File: src/rtl/silence_pkg.sv
package silence_pkg;

  // Strobes from control to datapath, valid for one cycle
  typedef struct packed {
    logic zeroFrame;  // frame strobe with both channels zero
    logic liveFrame;  // frame strobe with any nonzero sample
    logic noiseStep;  // advance the noise register
    logic noiseSel;   // put the noise bit on the pin
  } ctlStrobes_t;

  // Feedback masks of maximal-length Fibonacci registers (bit i = tap i)
  function automatic logic [31:0] tapMask(input int width);
    case (width)
      8:       return 32'h0000_00B8;  // taps 8,6,5,4
      16:      return 32'h0000_D008;  // taps 16,15,13,4
      24:      return 32'h00E1_0000;  // taps 24,23,22,17
      default: return 32'h0000_0000;
    endcase
  endfunction

endpackage

File: src/rtl/silence_ctrl.sv
module silence_ctrl
  import silence_pkg::*;
#(
  parameter int SAMPLE_W   = 24,
  parameter int CODE_W     = 4,
  parameter int NOISE_CODE = 7
) (
  input  logic                frameStb,
  input  logic [SAMPLE_W-1:0] leftSample,
  input  logic [SAMPLE_W-1:0] rightSample,
  input  logic                noiseTick,
  input  logic [CODE_W-1:0]   testCode,
  output ctlStrobes_t         strobes
);

  localparam logic [CODE_W-1:0] SEL_CODE = CODE_W'(NOISE_CODE);

  logic bothZero;

  always_comb begin
    bothZero          = (leftSample == '0) && (rightSample == '0);
    strobes.zeroFrame = frameStb && bothZero;
    strobes.liveFrame = frameStb && !bothZero;
    strobes.noiseStep = noiseTick;
    strobes.noiseSel  = (testCode == SEL_CODE);
  end

endmodule

File: src/rtl/silence_dpath.sv
module silence_dpath
  import silence_pkg::*;
#(
  parameter int RUN_FRAMES = 1024,
  parameter int NOISE_W    = 24
) (
  input  logic        clk,
  input  logic        rstN,
  input  ctlStrobes_t strobes,
  output logic        flagOut
);

  localparam int                 CNT_W    = $clog2(RUN_FRAMES + 1);
  localparam logic [CNT_W-1:0]   TERM     = CNT_W'(RUN_FRAMES);
  localparam logic [31:0]        TAP_FULL = tapMask(NOISE_W);
  localparam logic [NOISE_W-1:0] TAPS     = TAP_FULL[NOISE_W-1:0];
  localparam logic [NOISE_W-1:0] SEED     = NOISE_W'(1);

  logic [CNT_W-1:0]   runCnt;
  logic [NOISE_W-1:0] noiseReg;
  logic               silent;
  logic               noiseBit;

  // Silence run counter, saturating at the terminal count
  always_ff @(posedge clk or negedge rstN) begin
    if (!rstN)                                  runCnt <= '0;
    else if (strobes.liveFrame)                 runCnt <= '0;
    else if (strobes.zeroFrame && runCnt != TERM) runCnt <= runCnt + 1'b1;
  end

  assign silent = (runCnt == TERM);

  // Fibonacci noise register
  always_ff @(posedge clk or negedge rstN) begin
    if (!rstN)                  noiseReg <= SEED;
    else if (strobes.noiseStep) noiseReg <= {noiseReg[NOISE_W-2:0], ^(noiseReg & TAPS)};
  end

  assign noiseBit = noiseReg[NOISE_W-1];
  assign flagOut  = strobes.noiseSel ? noiseBit : silent;

  // a live frame clears the run and drops the flag
  p_clear_on_live_r3: assert property (@(posedge clk) disable iff (!rstN)
    strobes.liveFrame |=> (runCnt == '0) && !silent);

  // once silent, only a live frame leaves that state
  p_hold_silent_r4: assert property (@(posedge clk) disable iff (!rstN)
    (silent && !strobes.liveFrame) |=> silent);

  // the count never passes its terminal value
  p_no_overflow_r4: assert property (@(posedge clk) disable iff (!rstN)
    runCnt <= TERM);

  // the flag rises only on a zero frame
  p_rise_on_zero_r2: assert property (@(posedge clk) disable iff (!rstN)
    $rose(silent) |-> $past(strobes.zeroFrame));

  // with no frame strobe the count does not move
  p_idle_stable_r5: assert property (@(posedge clk) disable iff (!rstN)
    !(strobes.zeroFrame || strobes.liveFrame) |=> $stable(runCnt));

  // the noise register holds without a tick and never locks up at zero
  p_noise_hold_r6: assert property (@(posedge clk) disable iff (!rstN)
    !strobes.noiseStep |=> $stable(noiseReg));

  p_noise_alive_r7: assert property (@(posedge clk) disable iff (!rstN)
    noiseReg != '0);

endmodule

File: src/rtl/silence_flag_top.sv
module silence_flag_top
  import silence_pkg::*;
#(
  parameter int SAMPLE_W   = 24,
  parameter int CODE_W     = 4,
  parameter int NOISE_CODE = 7,
  parameter int RUN_FRAMES = 1024,
  parameter int NOISE_W    = 24
) (
  input  logic                clk,
  input  logic                rstN,
  input  logic                frameStb,
  input  logic [SAMPLE_W-1:0] leftSample,
  input  logic [SAMPLE_W-1:0] rightSample,
  input  logic                noiseTick,
  input  logic [CODE_W-1:0]   testCode,
  output logic                flagOut
);

  ctlStrobes_t strobes;

  silence_ctrl #(
    .SAMPLE_W  (SAMPLE_W),
    .CODE_W    (CODE_W),
    .NOISE_CODE(NOISE_CODE)
  ) i_ctrl (
    .frameStb   (frameStb),
    .leftSample (leftSample),
    .rightSample(rightSample),
    .noiseTick  (noiseTick),
    .testCode   (testCode),
    .strobes    (strobes)
  );

  silence_dpath #(
    .RUN_FRAMES(RUN_FRAMES),
    .NOISE_W   (NOISE_W)
  ) i_dpath (
    .clk    (clk),
    .rstN   (rstN),
    .strobes(strobes),
    .flagOut(flagOut)
  );

endmodule

File: config.mk
export PLATFORM = sky130hd
export DESIGN_NAME = silence_flag_top
export DESIGN_NICKNAME = d
export VERILOG_FILES = /design/src/rtl/silence_pkg.sv /design/src/rtl/silence_ctrl.sv /design/src/rtl/silence_dpath.sv /design/src/rtl/silence_flag_top.sv
export SDC_FILE = /design/constraint.sdc
export NUM_CORES = 1
export LEC_CHECK = 0
export ABC_CLOCK_PERIOD_IN_PS = 2210
export BUFFER_PORTS_ARGS = -buffer_cell sky130_fd_sc_hd__buf_2
export CORE_MARGIN = 1
export CORE_UTILIZATION = 49
export DETAILED_ROUTE_END_ITERATION = 6
export GPL_TIMING_DRIVEN = 0
export PLACE_DENSITY = 0.78
export RECOVER_POWER = 100
export SYNTH_ARGS = -nofsm -noshare
export SYNTH_HDL_FRONTEND = slang
export SYNTH_SLANG_ARGS = --single-unit
File: constraint.sdc
create_clock -name clk -period 2.21 [get_ports clk]
set_clock_uncertainty 0.2 [all_clocks]
set_input_delay 0.221 -clock clk [delete_from_list [all_inputs] [get_ports clk]]
set_output_delay 0.221 -clock clk [all_outputs]
set_load 0.1 [all_outputs]
Word-level counts from Yosys, hierarchy flattened
Cells that the tools add are included.
W data, S select, Z words.
{ "classes": {"n_lt_le_gt_ge": 0, "shifts": 0, "n_reduce_logical": 9, "n_div": 0, "n_eq_ne": 3, "bitwise": 0, "multipliers": 0, "add_sub_neg": 1, "n_mux": 3} }
{ "ops": {"columns": ["op", "count"], "rows": [
  ["$logic_not A24 Y1", 2],
  ["$reduce_xor A24 Y1", 1],
  ["$mux W11", 2],
  ["$add A11 B1 Y11 const B", 1],
  ["$eq A11 B11 Y1 const B", 1],
  ["$ne A11 B11 Y1 const B", 1],
  ["$eq A4 B3 Y1 const B", 1],
  ["$logic_and A1 B1 Y1", 4],
  ["$reduce_bool A2 Y1", 1],
  ["$logic_not A1 Y1", 1],
  ["$mux W1", 1]
]} }
{ "word_totals": {"latch_bits": 0, "mem_bits_rw": 0, "out_inout_bits": 1, "mem_count": 0, "rom_bits": 0, "regBits": 35, "elab_cells": 18, "inputBits": 56} }

Depth between registers and ports, before layout
Gate-level depths: netlist of the first run.
{ "depth": {"ltp_word": 6, "mapped_depth": 5, "depth_no_buf": 5} }

Cells and area by module
Synthesis of the first run repeated with hierarchy kept, for this count alone.
{ "hier_totals": {"cells_unflattened": 141, "hier_area_um2": 1684.1} }
{ "by_module_without_submodules": {"columns": ["module", "cells_each", "instances", "area_per_inst_um2", "seq_area_each_um2"], "rows": [
  ["silence_dpath", 121, 1, 1554.0, 877.1],
  ["silence_ctrl", 20, 1, 130.1, 0.0]
]} }

Worst setup path before layout of the first run
Ideal clock, no wire load.
{ "synth_path": {"path_kind": "register -> output", "start": "register i_dpath.runCnt[4]", "end": "output flagOut", "stages_incl_launch_ff": 4, "path_slack_ns": -1.246, "t_required_ns": 1.789, "n_path_buf": 0, "t_arrival_ns": 3.035, "cell_sequence": "dfrtp_1 nor4_1 nand4_1 o21ai_0"} }
{ "synth_between": {"elab_chain_len": 2} }
{ "synth_rtl": {"columns": ["element", "line", "text"], "rows": [
  ["start, declared", "silence_dpath.sv:19", "logic [CNT_W-1:0] runCnt;"],
  ["start signal, assigned", "silence_dpath.sv:28", "else if (strobes.zeroFrame && runCnt != TERM) runCnt <= runCnt + 1'b1;"],
  ["$eq A11 B11 Y1", "silence_dpath.sv:31", "assign silent = (runCnt == TERM);"],
  ["$mux W1", "silence_dpath.sv:40", "assign flagOut = strobes.noiseSel ? noiseBit : silent;"],
  ["end, declared", "silence_flag_top.sv:17", "output logic flagOut"]
]} }
No other way between the ends.

Worst setup path after layout of the first run
Same ends and word-level chain as after synthesis.

==> impl_metrics.sql, run 1 <==
INSERT INTO impl_metrics (metric_group, metric, value, unit) VALUES
('routing', 'detail-route-antenna-nets', '0', ''),
('routing', 'vias_per_cell', '5.67', ''),
('worst_setup_path', 'worstSetupEndpointType', 'primary output', ''),
('global_route', 'grt_antenna_before_repair', '0', ''),
('floorplan', 'die-height', '60.8', 'µm'),
('floorplan', 'die-area', '3700', 'µm²'),
('sta', 'timing.final.hold_violations', '0', ''),
('worst_setup_path', 'max_stage_delay', '0.46', 'ns'),
('sta', 'timing.final.max_slew_violations', '0', ''),
('worst_setup_path', 'path_class', 'flop to primary output', ''),
('logic_synthesis', 'synth.yosys.seq_area_share', '51.7', '%'),
('routing', 'dr_total_vias', '1451', ''),
('floorplan', 'die_width', '60.8', 'µm'),
('worst_setup_path', 'crit_path_start_kind', 'flop', ''),
('worst_setup_path', 'critical-path-top-delay-family', 'simple AND/OR/NAND/NOR gates', ''),
('routing', 'wirelength_met1', '1490', 'µm'),
('routing', 'met3_length', '201', 'µm'),
('clocking', 'worstSkewPairLatency', '0.33', 'ns'),
('logic_synthesis', 'synth.largest_area_cell', 'sky130_fd_sc_hd__dfrtp_1', ''),
('power_and_ir_drop', 'leakage', '0.936', 'nW'),
('worst_setup_path', 'highest_net_fanout_along_the_worst_path', '6', ''),
('sta', 'fmax', '467', 'MHz'),
('routing', 'wirelength', '3930', 'µm'),
('power_and_ir_drop', 'irDropWorstVdd', '0.349', 'mV'),
('sta', 'setup_viol', '0', ''),
('sta', 'grt_setup_unrepaired', 'true', ''),
('routing', 'post-route-drc-count', '0', ''),
('worst_setup_path', 'path_cells', 'nor4_2 > nand4_1 > o21ai_2 > buf_12', ''),
('logic_synthesis', 'netlist_instances', '144', ''),
('logic_synthesis', 'ys_async_sr_fraction', '100', '%'),
('run_status', 'status', 'complete, no violations', ''),
('worst_hold_path', 'hp-class', 'primary input to flop', ''),
('place', 'finalWeightedCongestion', '0.864', ''),
('routing', 'drt_first_pass_iters', '4', ''),
('sta', 'timing.slew.headroom', '42.8', '%'),
('logic_synthesis', 'count_leader_synth', 'sky130_fd_sc_hd__dfrtp_1', ''),
('floorplan', 'placementRows', '20', ''),
('clocking', 'tritoncts.num_buffers', '5', ''),
('final_layout', 'fin_util', '68.4', '%'),
('logic_synthesis', 'synth.area.top_cells', 'sky130_fd_sc_hd__dfrtp_1 (50%), sky130_fd_sc_hd__mux2_2 (15%), sky130_fd_sc_hd__nor4_1 (5.9%)', ''),
('place', 'place.port_buffers', '54', ''),
('power_and_ir_drop', 'power_density', '809', 'nW/µm²'),
('routing', 'first_iter_violations', '51', ''),
('global_route', 'grt.total_usage', '22.6', '%'),
('job', 'cap_violations', '0', ''),
('worst_setup_path', 'timing.critical_path.slowest_stage_cell', 'sky130_fd_sc_hd__dfrtp_2', ''),
('sta', 'period_needed', '2.14', 'ns'),
('final_layout', 'nNetsFinal', '269', ''),
('global_route', 'maximum_number_of_pins_on_one_net_before_global_route_repair', '36', ''),
('final_layout', 'num_antenna_cells', '0', ''),
('clocking', 'cts_tree', 'yes', ''),
('final_layout', 'flow.area_growth_from_synthesis', '28.2', '%'),
('floorplan', 'floorplan.initialDensity', '53.3', '%'),
('global_route', 'first_global_vias', '1450', ''),
('clocking', 'cts_root_buffer', 'sky130_fd_sc_hd__clkbuf_4', ''),
('final_layout', 'layout.filler_cells', '247', ''),
('clocking', 'htreeDepth', '2', ''),
('sta', 'crit_share_post_route', '96.9', '%'),
('logic_synthesis', 'synth_top_area_share', '50.2', '%'),
('clocking', 'reg_clk_slew_reported_paths', '0.11', 'ns'),
('logic_synthesis', 'edff_count_synth', '0', ''),
('final_layout', 'drive_gt1_share', '46.2', '%'),
('logic_synthesis', 'syn-num-nets', '202', ''),
('global_route', 'grt-ovfl-total', '0', ''),
('global_route', 'grt_pass1_wl', '6080', 'µm'),
('logic_synthesis', 'synthesis.area_per_instance', '11.8', 'µm²'),
('logic_synthesis', 'synth.distinct_cells', '32', ''),
('floorplan', 'design.portCount', '57', ''),
('routing', 'routed.top_layer', 'met4', ''),
('clocking', 'clk_path_buf_depth', '2', ''),
('worst_setup_path', 'cp_data_arrival_time', '1.72', 'ns');
==> worst reg2reg max path, cell delays in order, from the launching register on <==
cell	delay, ns
sky130_fd_sc_hd__dfrtp_2	0.46
sky130_fd_sc_hd__nor4_2	0.27
sky130_fd_sc_hd__nand4_1	0.22
sky130_fd_sc_hd__buf_4	0.22
sky130_fd_sc_hd__o41ai_2	0.40
sky130_fd_sc_hd__o2bb2ai_1	0.18
==> stage by stage <==
stage / instances / setup slack, ns / hold WS (ns) / power, W / instance area [µm²]
3_5_place_dp: 242 / 0.113 / 0.131 / 0.00138 / 2020
5_1_grt: 256 / -0.0201 / 0.0416 / 0.00187 / 2170
4_1_cts: 252 / 0.0322 / 0.0424 / 0.00178 / 2120
6_report: 256 / 0.0694 / 0.0578 / 0.00176 / 2170
2_1_floorplan: 144 / 0.0229 / -0.275 / 0.00124 / 1700
3_3_place_gp: 242 / 0.131 / 0.108 / 0.00134 / 2020
==> per-layer routing <==
layer	GRT usage, %	up-vias
met2	41.8	55
met1	22.8	693
met3	7.04	16
met5	0	-
li1	-	687
met4	11.4	0
==> area by class of cell <==
type / count / area [µm²] / area share, %
Multi-Input combinational cell: 98 / 792 / 36.4
Sequential cell: 35 / 880 / 40.5
Inverter: 6 / 22.5 / 1.04
Buffer: 5 / 20.0 / 0.921
Timing Repair Buffer: 60 / 332 / 15.3
Tap cell: 44 / 55.1 / 2.53
Clock inverter: 1 / 7.51 / 0.345
Clock buffer: 7 / 65.1 / 2.99
==> kinds of logic after synthesis <==
group	synth area share, %
adder cells (fa/ha/maj)	1.48
buffers and inverters	2.51
multiplexers	15.9
AO/OA/AOI/OAI	8.05
XOR/XNOR	3.62
flip-flops	51.7
AND/OR/NAND/NOR	16.8
==> final timing paths <==
kind,from,to,slack (ns),depth (start not counted)
worst max-delay path,i_dpath.runCnt[4]$_DFFE_PN0P_,flagOut,0.07,4
worst min-delay path,frameStb,i_dpath.runCnt[0]$_DFFE_PN0P_,0.06,3
worst max register to register,i_dpath.runCnt[4]$_DFFE_PN0P_,i_dpath.runCnt[1]$_DFFE_PN0P_,0.18,5
worst min register to register,i_dpath.noiseReg[17]$_DFFE_PN0P_,i_dpath.noiseReg[17]$_DFFE_PN0P_,0.31,1
max in group asynchronous,rstN,i_dpath.runCnt[5]$_DFFE_PN0P_,0.91,2
min in group asynchronous,rstN,i_dpath.noiseReg[19]$_DFFE_PN0P_,0.31,2
==> flip-flops by register name (all words and copies together) (netlist names) <==
| register | count |
|---|---|
| i_dpath.runCnt | 11 |
| i_dpath.noiseReg | 24 |
==> where the power goes <==
| part | switching [W] | internal, W |
|---|---|---|
| logic | 0.000133 | 0.000251 |
| registers | 0.000112 | 0.000861 |
| clock network | 0.000215 | 0.000186 |
==> layout by cell type (no fill, tap or decap), drive strengths merged <==
cell	n
mux2	23
and4b	1
and2	2
nor3	3
nand2	4
xnor2	7
nor2b	1
o21ai	4
inv	6
nand4b	1
o41ai	2
mux2i	1
o2111ai	3
dlygate4sd3	1
ha	2
dfrtp	34
nor4	16
dfstp	1
nor2	1
clkinvlp	1
nand4	5
nor4b	1
o21a	1
nor3b	2
a21oi	5
and4	3
nand3	6
o22ai	1
clkbuf	13
buf	58
o2bb2ai	3
==> repair_timing <==
action                                 CTS  global route
setup buffers                            1             4
pin swaps                                1             3
setup endpoints to repair                1             2
endpoints found under the hold margin   34             0
hold buffers                             1             0
resized for setup                        2             6
No activity file was read; power rests on OpenSTA's default activity.
==> run 2: changes to the inputs <==
--- a/config.mk
+++ b/config.mk
@@ -6,13 +6,14 @@
 export NUM_CORES = 1
 export LEC_CHECK = 0
 export ABC_CLOCK_PERIOD_IN_PS = 2210
-export BUFFER_PORTS_ARGS = -buffer_cell sky130_fd_sc_hd__buf_2
 export CORE_MARGIN = 1
-export CORE_UTILIZATION = 49
+export CORE_UTILIZATION = 61
 export DETAILED_ROUTE_END_ITERATION = 6
+export DONT_BUFFER_PORTS = 1
 export GPL_TIMING_DRIVEN = 0
-export PLACE_DENSITY = 0.78
+export PLACE_DENSITY = 0.77
 export RECOVER_POWER = 100
+export SLEW_MARGIN = 30
 export SYNTH_ARGS = -nofsm -noshare
 export SYNTH_HDL_FRONTEND = slang
 export SYNTH_SLANG_ARGS = --single-unit
==> run 2 against run 1 <==
First-iteration DRC count is 37% lower. Design area is 12% lower. Critical endpoint unchanged. Maximum frequency is 7.4% lower. The flow now finishes with violations (negative setup slack). Worst setup slack worse by 0.17 ns.
==> impl_metrics.sql, run 2 (synthesis results as in run 1) <==
INSERT INTO impl_metrics (metric_group, metric, value, unit) VALUES
('run_status', 'status', 'complete, but fails checks', ''),
('run_status', 'failing_checks', 'negative setup slack', ''),
('global_route', 'grt-ovfl-total', '0', ''),
('clocking', 'htreeDepth', '2', ''),
('place', 'finalWeightedCongestion', '0.801', ''),
('final_layout', 'nNetsFinal', '218', ''),
('sta', 'crit_share_post_route', '105', '%'),
('power_and_ir_drop', 'irDropWorstVdd', '0.858', 'mV'),
('sta', 'setup_viol', '1', ''),
('worst_setup_path', 'max_stage_delay', '0.63', 'ns'),
('floorplan', 'die_width', '54.7', 'µm'),
('power_and_ir_drop', 'reported_net_switching_power', '0.000456', 'W'),
('place', 'detailedPlacementHpwl', '2410', 'µm'),
('floorplan', 'floorplan.initialDensity', '66.6', '%'),
('worst_setup_path', 'highest_net_fanout_along_the_worst_path', '6', ''),
('routing', 'drt_first_pass_iters', '4', ''),
('routing', 'wirelength', '3610', 'µm'),
('worst_setup_path', 'path_class', 'flop to primary output', ''),
('sta', 'fmax', '433', 'MHz'),
('sta', 'post_layout_worst_setup_margin', '-0.102', 'ns'),
('worst_hold_path', 'hp-class', 'primary input to flop', ''),
('floorplan', 'die-area', '2990', 'µm²'),
('routing', 'post-route-drc-count', '0', ''),
('sta', 'grt_setup_unrepaired', 'true', ''),
('routing', 'dr_total_vias', '1298', ''),
('final_layout', 'drive_gt1_share', '29.2', '%'),
('worst_setup_path', 'timing.critical_path.slowest_stage_cell', 'sky130_fd_sc_hd__o21ai_4', ''),
('sta', 'timing.final.max_slew_violations', '0', ''),
('clocking', 'cts_tree', 'yes', ''),
('worst_setup_path', 'path_cells', 'nor4_2 > nand4_1 > o21ai_4', ''),
('place', 'dpl_worst_slack', '0.0813', 'ns'),
('place', 'dpl.cell_count', '174', ''),
('final_layout', 'num_antenna_cells', '0', ''),
('clocking', 'worstSkewPairLatency', '0.34', 'ns'),
('global_route', 'maximum_number_of_pins_on_one_net_before_global_route_repair', '36', ''),
('final_layout', 'most-common-layout-cells', 'sky130_fd_sc_hd__dfrtp_1 (32), sky130_fd_sc_hd__mux2_2 (23), sky130_fd_sc_hd__nor4_1 (14), sky130_fd_sc_hd__xnor2_1 (7)', ''),
('floorplan', 'placementRows', '18', ''),
('final_layout', 'final-instance-count-excl-fill', '191', ''),
('power_and_ir_drop', 'post_layout_total_power', '0.00180', 'W'),
('power_and_ir_drop', 'leakage', '0.744', 'nW'),
('place', 'place.port_buffers', '0', ''),
('routing', 'first_iter_violations', '32', ''),
('clocking', 'cts_root_buffer', 'sky130_fd_sc_hd__clkbuf_4', ''),
('sta', 'period_needed', '2.31', 'ns'),
('sta', 'worst_margin_pin_slew', '0.845', 'ns'),
('power_and_ir_drop', 'share_comb_of_total_power', '18.8', '%'),
('clocking', 'reg_clk_slew_reported_paths', '0.12', 'ns'),
('place', 'placement.cell_area', '1740', 'µm²'),
('global_route', 'first_global_vias', '1268', ''),
('final_layout', 'layout.filler_cells', '163', ''),
('final_layout', 'largest_reg_flops', '24', ''),
('final_layout', 'top_register', 'i_dpath.noiseReg', ''),
('clocking', 'tritoncts.num_buffers', '5', ''),
('clocking', 'tritoncts_num_sinks', '35', ''),
('sta', 'timing.slew.headroom', '43.7', '%'),
('power_and_ir_drop', 'power.sequential.fraction', '54.4', '%'),
('floorplan', 'floorplan.core_area', '2540', 'µm²'),
('power_and_ir_drop', 'switching_share', '25.3', '%'),
('power_and_ir_drop', 'cellInternalPower', '0.00135', 'W'),
('clocking', 'clk_path_buf_depth', '2', ''),
('global_route', 'grt_antenna_before_repair', '0', ''),
('global_route', 'grt_pass1_wl', '5580', 'µm'),
('power_and_ir_drop', 'power.clock.fraction', '26.7', '%'),
('sta', 'finalHoldWorstSlack', '0.0324', 'ns'),
('floorplan', 'die-height', '54.7', 'µm'),
('routing', 'post_drt_wl_per_cell', '18.9', 'µm'),
('worst_setup_path', 'cp_data_arrival_time', '1.89', 'ns'),
('worst_setup_path', 'crit_path_start_kind', 'flop', ''),
('final_layout', 'largest_registers', 'i_dpath.noiseReg: 24 flops, i_dpath.runCnt: 11 flops', ''),
('worst_setup_path', 'crit_path_required_time', '1.79', 'ns'),
('final_layout', 'final_common_cell', 'sky130_fd_sc_hd__dfrtp_1', ''),
('power_and_ir_drop', 'power_density', '945', 'nW/µm²'),
('worst_setup_path', 'worstSetupEndpointType', 'primary output', ''),
('routing', 'vias_per_cell', '6.80', ''),
('final_layout', 'postLayoutCellArea', '1910', 'µm²'),
('sta', 'timing.final.hold_violations', '0', ''),
('routing', 'detail-route-antenna-nets', '0', ''),
('job', 'cap_violations', '0', ''),
('final_layout', 'flow.area_growth_from_synthesis', '12.6', '%'),
('global_route', 'grt.total_usage', '28.0', '%'),
('floorplan', 'design.portCount', '57', '');
-- run 2: final cells by class --
| type | count | area [µm²] | area share, % |
|---|---|---|---|
| clock inverter | 2 | 35.0 | 1.83 |
| buffer | 5 | 20.0 | 1.05 |
| tap | 30 | 37.5 | 1.97 |
| timing repair buffer | 9 | 63.8 | 3.34 |
| multi-input combinational | 98 | 800 | 41.9 |
| inverter | 6 | 22.5 | 1.18 |
| sequential | 35 | 880 | 46.1 |
| clock buffer | 6 | 51.3 | 2.69 |
-- run 2: worst paths after layout --
path                                             startpoint                                to  slack, ns  cells after the start
max in group asynchronous                              rstN     i_dpath.runCnt[3]$_DFFE_PN0P_       0.90                      2
setup / recovery              i_dpath.runCnt[3]$_DFFE_PN0P_                           flagOut      -0.10                      3
hold reg to reg            i_dpath.noiseReg[17]$_DFFE_PN0P_  i_dpath.noiseReg[18]$_DFFE_PN0P_       0.30                      1
min in group asynchronous                              rstN     i_dpath.runCnt[6]$_DFFE_PN0P_       0.34                      2
setup reg to reg              i_dpath.runCnt[3]$_DFFE_PN0P_     i_dpath.runCnt[0]$_DFFE_PN0P_       0.19                      5
hold / removal                                     frameStb     i_dpath.runCnt[0]$_DFFE_PN0P_       0.03                      3
-- run 2: power groups by stage --
| stage | logic, W | clock network (W) | registers (W) |
|---|---|---|---|
| after floorplan | 0.000288 | 0 | 0.000952 |
| after CTS | 0.000350 | 0.000490 | 0.000986 |
| after global routing | 0.000375 | 0.000524 | 0.00101 |
| final | 0.000340 | 0.000482 | 0.000981 |
| after global placement | 0.000308 | 0 | 0.000978 |
| after detailed placement | 0.000325 | 0 | 0.000997 |
-- run 2: timing repair --
action	4_1_cts	5_1_grt
hold endpoints to repair	35	0
endpoints found under the setup margin	1	1
setup buffers	7	0
hold buffers	2	0
pin swaps	3	2
resized for setup	4	0
-- run 2: routing by layer --
metal	up-vias	global-route usage [%]	share of wire (%)
met1	622	32.7	40
li1	583	-	-
met5	-	0	0
met2	81	48.4	52
met4	0	11.5	1.9
met3	12	6.94	6.8
-- run 2: metrics by stage --
step / utilization [%] / TNS, ns
global placement: 68.2 / -0.147
detailed placement: 68.5 / 0
floorplan: - / 0
CTS: 75.8 / -0.122
global route: 75.0 / -0.222
finish: 75.0 / -0.102
-- run 2: critical path, delay by kind of cell (launching register included) --
family             cells  cell delay (ns)
AOI/OAI and AO/OA      1             0.63
DFF                    1             0.47
and+or+nand+nor        2             0.45
